$ cat config.mk
export PLATFORM = sky130hd
export DESIGN_NAME = iso_pingpong_status
export DESIGN_NICKNAME = d
export VERILOG_FILES = /design/src/rtl/iso_pp_pkg.sv /design/src/rtl/iso_pp_slot.sv /design/src/rtl/iso_pp_frame_seq.sv /design/src/rtl/iso_pingpong_status.sv
export SDC_FILE = /design/constraint.sdc
export NUM_CORES = 1
export LEC_CHECK = 0
export ABC_CLOCK_PERIOD_IN_PS = 1120
export BUFFER_PORTS_ARGS = -buffer_cell sky130_fd_sc_hd__buf_2
export CELL_PAD_IN_SITES_DETAIL_PLACEMENT = 1
export CELL_PAD_IN_SITES_GLOBAL_PLACEMENT = 2
export CORE_MARGIN = 1
export CORE_UTILIZATION = 22
export CTS_BUF_LIST = sky130_fd_sc_hd__clkbuf_4
export DETAILED_ROUTE_END_ITERATION = 16
export GPL_TIMING_DRIVEN = 0
export PLACE_DENSITY = 0.86
export SYNTH_ARGS = -nofsm -noshare
export SYNTH_HDL_FRONTEND = slang
export SYNTH_SLANG_ARGS = --single-unit
$ cat constraint.sdc
create_clock -name clk_i -period 1.12 [get_ports clk_i]
set_input_delay 0 -clock clk_i [delete_from_list [all_inputs] [get_ports clk_i]]
set_output_delay 0 -clock clk_i [all_outputs]
set_load 0.02 [all_outputs]
$ cat src/rtl/iso_pp_pkg.sv
package iso_pp_pkg;

  typedef struct packed {
    logic full;
    logic done;
  } slot_st_t;

endpackage

$ cat src/rtl/iso_pp_slot.sv
module iso_pp_slot
  import iso_pp_pkg::*;
(
  input  logic     clk_i,
  input  logic     rst_ni,
  input  logic     wr_i,
  input  logic     rd_i,
  input  logic     proc_i,
  output slot_st_t st_o,
  output logic     late_o
);

  slot_st_t st_q, st_d;
  logic     wr_ok, proc_ok;

  // writes only land in an empty slot; reads beat engine completion
  assign wr_ok   = wr_i & ~st_q.full;
  assign proc_ok = proc_i & st_q.full & ~st_q.done & ~rd_i;

  always_comb begin
    st_d.full = (st_q.full & ~rd_i) | wr_ok;
    st_d.done = (st_q.done & ~rd_i) | proc_ok;
  end

  always_ff @(posedge clk_i or negedge rst_ni) begin
    if (!rst_ni) st_q <= '0;
    else         st_q <= st_d;
  end

  assign st_o   = st_q;
  assign late_o = st_q.done & ~rd_i;

endmodule

$ cat src/rtl/iso_pp_frame_seq.sv
module iso_pp_frame_seq #(
  parameter int NBUF  = 2,
  parameter int IDX_W = 1
) (
  input  logic             clk_i,
  input  logic             rst_ni,
  input  logic             sof_i,
  input  logic             irq_clr_i,
  input  logic             ovr_clr_i,
  input  logic             late_any_i,
  output logic [IDX_W-1:0] sel_o,
  output logic             irq_o,
  output logic             overrun_o
);

  localparam logic [IDX_W-1:0] LAST = IDX_W'(NBUF - 1);

  logic [IDX_W-1:0] sel_q;
  logic             irq_q, ovr_q;
  logic             irq_stale, ovr_hit;

  assign irq_stale = irq_q & ~irq_clr_i;
  assign ovr_hit   = sof_i & (late_any_i | irq_stale);

  always_ff @(posedge clk_i or negedge rst_ni) begin
    if (!rst_ni) begin
      sel_q <= LAST;
      irq_q <= 1'b0;
      ovr_q <= 1'b0;
    end else begin
      if (sof_i) sel_q <= (sel_q == LAST) ? '0 : sel_q + 1'b1;
      irq_q <= sof_i | irq_stale;
      if (ovr_hit)        ovr_q <= 1'b1;
      else if (ovr_clr_i) ovr_q <= 1'b0;
    end
  end

  assign sel_o     = sel_q;
  assign irq_o     = irq_q;
  assign overrun_o = ovr_q;

endmodule

$ cat src/rtl/iso_pingpong_status.sv
module iso_pingpong_status
  import iso_pp_pkg::*;
#(
  parameter int NBUF  = 2,
  parameter int IDX_W = (NBUF > 1) ? $clog2(NBUF) : 1
) (
  input  logic             clk_i,
  input  logic             rst_ni,
  input  logic             sof_i,
  input  logic             cpu_wr_i,
  input  logic [IDX_W-1:0] cpu_wr_sel_i,
  input  logic             cpu_rd_i,
  input  logic [IDX_W-1:0] cpu_rd_sel_i,
  input  logic             eng_done_i,
  input  logic             irq_clr_i,
  input  logic             ovr_clr_i,
  output logic [NBUF-1:0]  full_o,
  output logic [NBUF-1:0]  done_o,
  output logic [NBUF-1:0]  wr_allow_o,
  output logic [IDX_W-1:0] eng_sel_o,
  output logic             eng_go_o,
  output logic             irq_o,
  output logic             overrun_o
);

  slot_st_t [NBUF-1:0] st;
  logic     [NBUF-1:0] late;
  logic     [IDX_W-1:0] sel;

  for (genvar b = 0; b < NBUF; b++) begin : g_slot
    logic wr_hit, rd_hit, proc_hit;
    assign wr_hit   = cpu_wr_i   & (cpu_wr_sel_i == IDX_W'(b));
    assign rd_hit   = cpu_rd_i   & (cpu_rd_sel_i == IDX_W'(b));
    assign proc_hit = eng_done_i & (sel == IDX_W'(b));

    iso_pp_slot u_slot (
      .clk_i  (clk_i),
      .rst_ni (rst_ni),
      .wr_i   (wr_hit),
      .rd_i   (rd_hit),
      .proc_i (proc_hit),
      .st_o   (st[b]),
      .late_o (late[b])
    );

    assign full_o[b]     = st[b].full;
    assign done_o[b]     = st[b].done;
    assign wr_allow_o[b] = ~st[b].full;
  end

  iso_pp_frame_seq #(
    .NBUF  (NBUF),
    .IDX_W (IDX_W)
  ) u_seq (
    .clk_i      (clk_i),
    .rst_ni     (rst_ni),
    .sof_i      (sof_i),
    .irq_clr_i  (irq_clr_i),
    .ovr_clr_i  (ovr_clr_i),
    .late_any_i (|late),
    .sel_o      (sel),
    .irq_o      (irq_o),
    .overrun_o  (overrun_o)
  );

  assign eng_sel_o = sel;
  assign eng_go_o  = st[sel].full & ~st[sel].done;

endmodule

### Word level (Yosys, flattened, before mapping)

Cells that the tools add are included.

* add/subtract/negate cells: 1
* magnitude comparators: 1
* mux-type cells: 5
* bitwise gates (word level): 38
* reduce and logical (&&, ||, !) cells: 2

Operators by type and width (number)
* bitwise AND 1 bit: 21
* inverter 1 bit: 11
* bitwise OR 1 bit: 6
* 2-to-1 mux 2 bit: 2
* 2-to-1 mux 1 bit: 3
* less-than comparator 1 x 2 -> 1 bit, second input constant: 1
* nonzero test 2 bit: 1
* OR reduction 2 bit: 1
* adder 1 bit, second input constant: 1

* bits in registers: 7
* input bits: 10
* output and inout bits: 10
* word-level logic and storage cells: 54

### Longest topological paths before layout

* depth in word-level cells: 8
* depth in mapped cells: 3
* depth with buffers taken out: 3

### Cells and area by module

From an unflattened synthesis, not the netlist that was laid out.

* cell total of the unflattened synthesis: 35
* area, all modules: 349.1 um^2

Modules (own cells, without submodules)
* iso_pp_slot: times used 2, cells an instance 7, area an instance 78.8 um^2, seq. area each 50.0 um^2
* iso_pp_frame_seq: times used 1, cells an instance 10, area an instance 120.1 um^2, seq. area each 76.3 um^2
* iso_pingpong_status: times used 1, cells an instance 11, area an instance 71.3 um^2, seq. area each 0.0 um^2

### Least setup slack after synthesis

Ideal clock, no wire load.

* kind: register to output
* start: reg g_slot[0].u_slot.st_q (netlist bit g_slot[0].u_slot.st_o[1])
* end: out eng_go_o
* data arrival time: 1.257 ns
* data required time: 1.120 ns
* path slack: -0.137 ns
* stages on the path, launching flop included: 3
* path buffers: 0
* path through: dfrtp_1 > inv_1 > o31ai_1

* longest elaborated chain between the ends: 3

Ends and longest elaborated chain
* start: declaration: line iso_pp_slot.sv:13 `slot_st_t st_q, st_d;`
* start signal: assignment: line iso_pp_slot.sv:27 `else st_q <= st_d;`
* 2-to-1 mux 2 bit
* 2-to-1 mux 2 bit (not written as such): line iso_pingpong_status.sv:67 `assign eng_go_o = st[sel].full & ~st[sel].done;`
* bitwise AND 1 bit: line iso_pingpong_status.sv:67
* end: declaration: line iso_pingpong_status.sv:21 `output logic eng_go_o,`

Every way passes these cells. The select of a mux whose other input is x is not followed.

### Worst setup path in the final report

* start: reg u_seq.sel_q (netlist: u_seq.sel_o)
* end: out eng_go_o

* longest elaborated chain between the ends: 4

Ends and longest elaborated chain
* start: declaration: line iso_pp_frame_seq.sv:18 `logic [IDX_W-1:0] sel_q;`
* start signal: assignment: line iso_pp_frame_seq.sv:31 `if (sof_i) sel_q <= (sel_q == LAST) ? '0 : sel_q + 1'b1;`
* 2-to-1 mux 2 bit (not written as such) (*) (2 in a row): line iso_pingpong_status.sv:67
* inverter 1 bit: line iso_pingpong_status.sv:67
* bitwise AND 1 bit (*): line iso_pingpong_status.sv:67

Mark *: on every way between the ends. The rest lies on a longest branch, timed or not. The select of a mux whose other input is x is not followed.

==> metrics.md <==
| Metric | Value |
|---|---|
| Status | `finished with violations` |
| Violated checks | `setup timing` |
| Largest net degree at the start of global routing | `8` |
| Total gr overflow | `0` |
| Distinct cells, synth | `16` |
| Synth area leader | `dfrtp_1` |
| Vias in the first global route | `360` |
| Cell count after synthesis | `33` |
| # nets final | `73` |
| CTS tree | `built` |
| Worst hold path class | `input pin to flip-flop` |
| Critical Path Sink Type | `primary output` |
| H-tree Lvls | `1` |
| Hold Vio Cnt, Final | `0` |
| Clock skew | `3.70 ps` |
| Initial Util | `24.0%` |
| Drt pass-1 iters | `1` |
| Die height | `39.9 µm` |
| Wire length per cell | `12.3 µm` |
| Crit-path max FO | `2` |
| Design Power | `1210 µW` |
| Routability cong. | `0.666` |
| Cell area after synthesis | `317 µm²` |
| Fin crit share | `122%` |
| FP Rows | `13` |
| Iteration-0 DRC Markers | `0` |
| Kind of start point of the critical path | `flip-flop` |
| Die Wd | `39.9 µm` |
| Setup CP Type | `flip-flop to primary output` |
| RSZ-0062 raised after global routing | `yes` |
| Maximum clock rate | `735 MHz` |
| Maximum clock path buffer count | `2` |
| Max cap viols | `0` |
| Rel. slew slack | `88.5%` |
| Worst setup slack after placement | `-101 ps` |
| Final Setup Violations | `1` |
| Synth top area share | `47.4%` |
| IO Count | `20` |
| Leakage dissipation | `0.000283 µW` |
| Fraction of layout cells with a size suffix above 1 | `48.4%` |
| CP bufs+invs | `2` |
| Yosys reg bits | `7` |
| Synth top area cells | `dfrtp_1 47%, dfstp_2 8.3%, o21ai_0 6.3%` |
| Clock transition at path regs | `50 ps` |
| Post-route ant nets | `0` |
| Sink Count | `7` |
| Antenna violations before repair | `0` |
| Worst R2R Setup Slack | `110 ps` |
| Total CTS buffers | `3` |
| DIE AREA | `1590 µm²` |
| Total GRT Usage | `14.5%` |
| Area grow syn2layout | `75.1%` |
| Setup ws final | `-241 ps` |
| Worst-skew pair later-pin latency | `250 ps` |
| Core Footprint | `1320 µm²` |
| Slew @ Worst Pin | `172 ps` |
| First-pass GRT wire length | `1500 µm` |
| Drt total wl | `947 µm` |
| Critical-path cell list | `inv_2, or3_4, o31ai_4, buf_6` |
| DRC | `0` |
| CP arrival | `1360 ps` |
| Dpl hpwl | `654 µm` |
| CP max stage delay | `540 ps` |
| Total power per unit cell area | `2190 nW/µm²` |
| Sequential area share after synthesis | `55.7%` |
| Vias | `352` |
| Diodes inserted | `0` |
| Syn Nets | `43` |
| Crit path required time | `1120 ps` |
| Total number of yosys warnings | `0` |
| Fin crit period | `1360 ps` |
| Cell family with most CP delay | `flip-flops` |
| Max Slew Vio Count | `0` |
| Worst vdd ir | `794 µV` |
| Via density | `4.57` |
| Mean Syn Cell Area | `9.59 µm²` |
| Slowest stage cell, crit path | `dfstp_2` |
| IO buf count | `19` |
| Clk root buf | `clkbuf_4` |
[routing by layer]
metal  track usage, %  vias up  routed length, µm
li1                 -      174                  -
met3             1.67        2                 39
met5                0        -                  0
met1             16.3      166                341
met2             26.2       10                560
met4             7.76        0                  5
[per-stage QoR]
| step | hold WS [ps] | std cells | setup TNS [ps] | instance area [µm²] | utilization (%) |
|---|---|---|---|---|---|
| after detailed placement | -154 | 67 | -101 | 450 | 34.2 |
| after global placement | -160 | 67 | -93.1 | 450 | 34.2 |
| after CTS | 15.7 | 77 | -260 | 544 | 41.3 |
| final | 15.7 | 77 | -241 | 554 | 42.1 |
| after floorplan | -296 | 33 | 0 | 337 | - |
| after global routing | 45.3 | 77 | -284 | 554 | 42.1 |
[layout by cell type, fill, tap and decap left out, drive strengths merged]
cell type,instances
or3,1
nand3,1
a32o,1
inv,6
buf,20
nor2,1
o31ai,1
dlygate4sd3,5
dfrtp,6
xor2,1
a31oi,2
dfstp,1
o21ai,4
nand2b,2
nand2,3
clkbuf,4
mux2i,1
a21oi,2
[where the power goes]
| group | internal (µW) | switching (µW) |
|---|---|---|
| sequential | 341 | 73.7 |
| combinational | 245 | 303 |
| clock | 160 | 90.4 |
[worst paths after layout]
check                                                end                startpoint  depth (start not counted)
worst min register to register           u_seq.overrun_o           u_seq.overrun_o                          1
min in group asynchronous       g_slot[0].u_slot.st_o[0]                    rst_ni                          2
max in group asynchronous                    u_seq.sel_o                    rst_ni                          2
worst max-delay path                            eng_go_o               u_seq.sel_o                          4
worst min-delay path            g_slot[0].u_slot.st_o[1]                  cpu_wr_i                          3
worst max register to register           u_seq.overrun_o  g_slot[0].u_slot.st_o[0]                          3
[cell usage after synthesis]
library cell	count
dfrtp_1	6
inv_1	5
o21ai_0	4
nand2_1	3
a21oi_1	2
a31oi_1	2
nand2b_1	2
a32o_1	1
dfstp_2	1
inv_2	1
mux2i_1	1
nand3_1	1
nor2_1	1
o31ai_1	1
or3_1	1
xor2_1	1
[flip-flops by register name, indices dropped and copies added (netlist names)]
signal,count
g_slot.u_slot.st_o,4
u_seq.irq_o,1
u_seq.overrun_o,1
u_seq.sel_o,1
[kinds of logic after synthesis]
| group | after synthesis | share of synthesized area, % |
|---|---|---|
| AO/OA/AOI/OAI | 10 | 19.0 |
| AND/OR/NAND/NOR | 8 | 12.3 |
| flip-flops | 7 | 55.7 |
| buffers and inverters | 6 | 7.11 |
| XOR/XNOR | 1 | 2.77 |
| multiplexers | 1 | 3.16 |
[timing repair]
action,in CTS,in global routing
setup buffers,1,0
pin swaps,0,1
hold buffers,5,0
hold endpoints to repair,12,0
endpoints found under the setup margin,1,3
resized for setup,2,4
cloned,0,0
[worst reg2reg max path: cells and delay by family (launching register included)]
family / cells / cell delay, ps
and+or+nand+nor: 1 / 90
muxes: 1 / 150
DFF: 1 / 440
AOI/OAI and AO/OA: 1 / 220
[area by class of cell]
cell class,count,area [µm²]
repair buffers,25,168
inverters,6,22.5
flip-flops and latches,7,179
well taps,15,18.8
multi-input cells,20,136
clock buffers,4,30.0
fillers,169,763
Note: power is estimated with default switching activity, not from simulation.
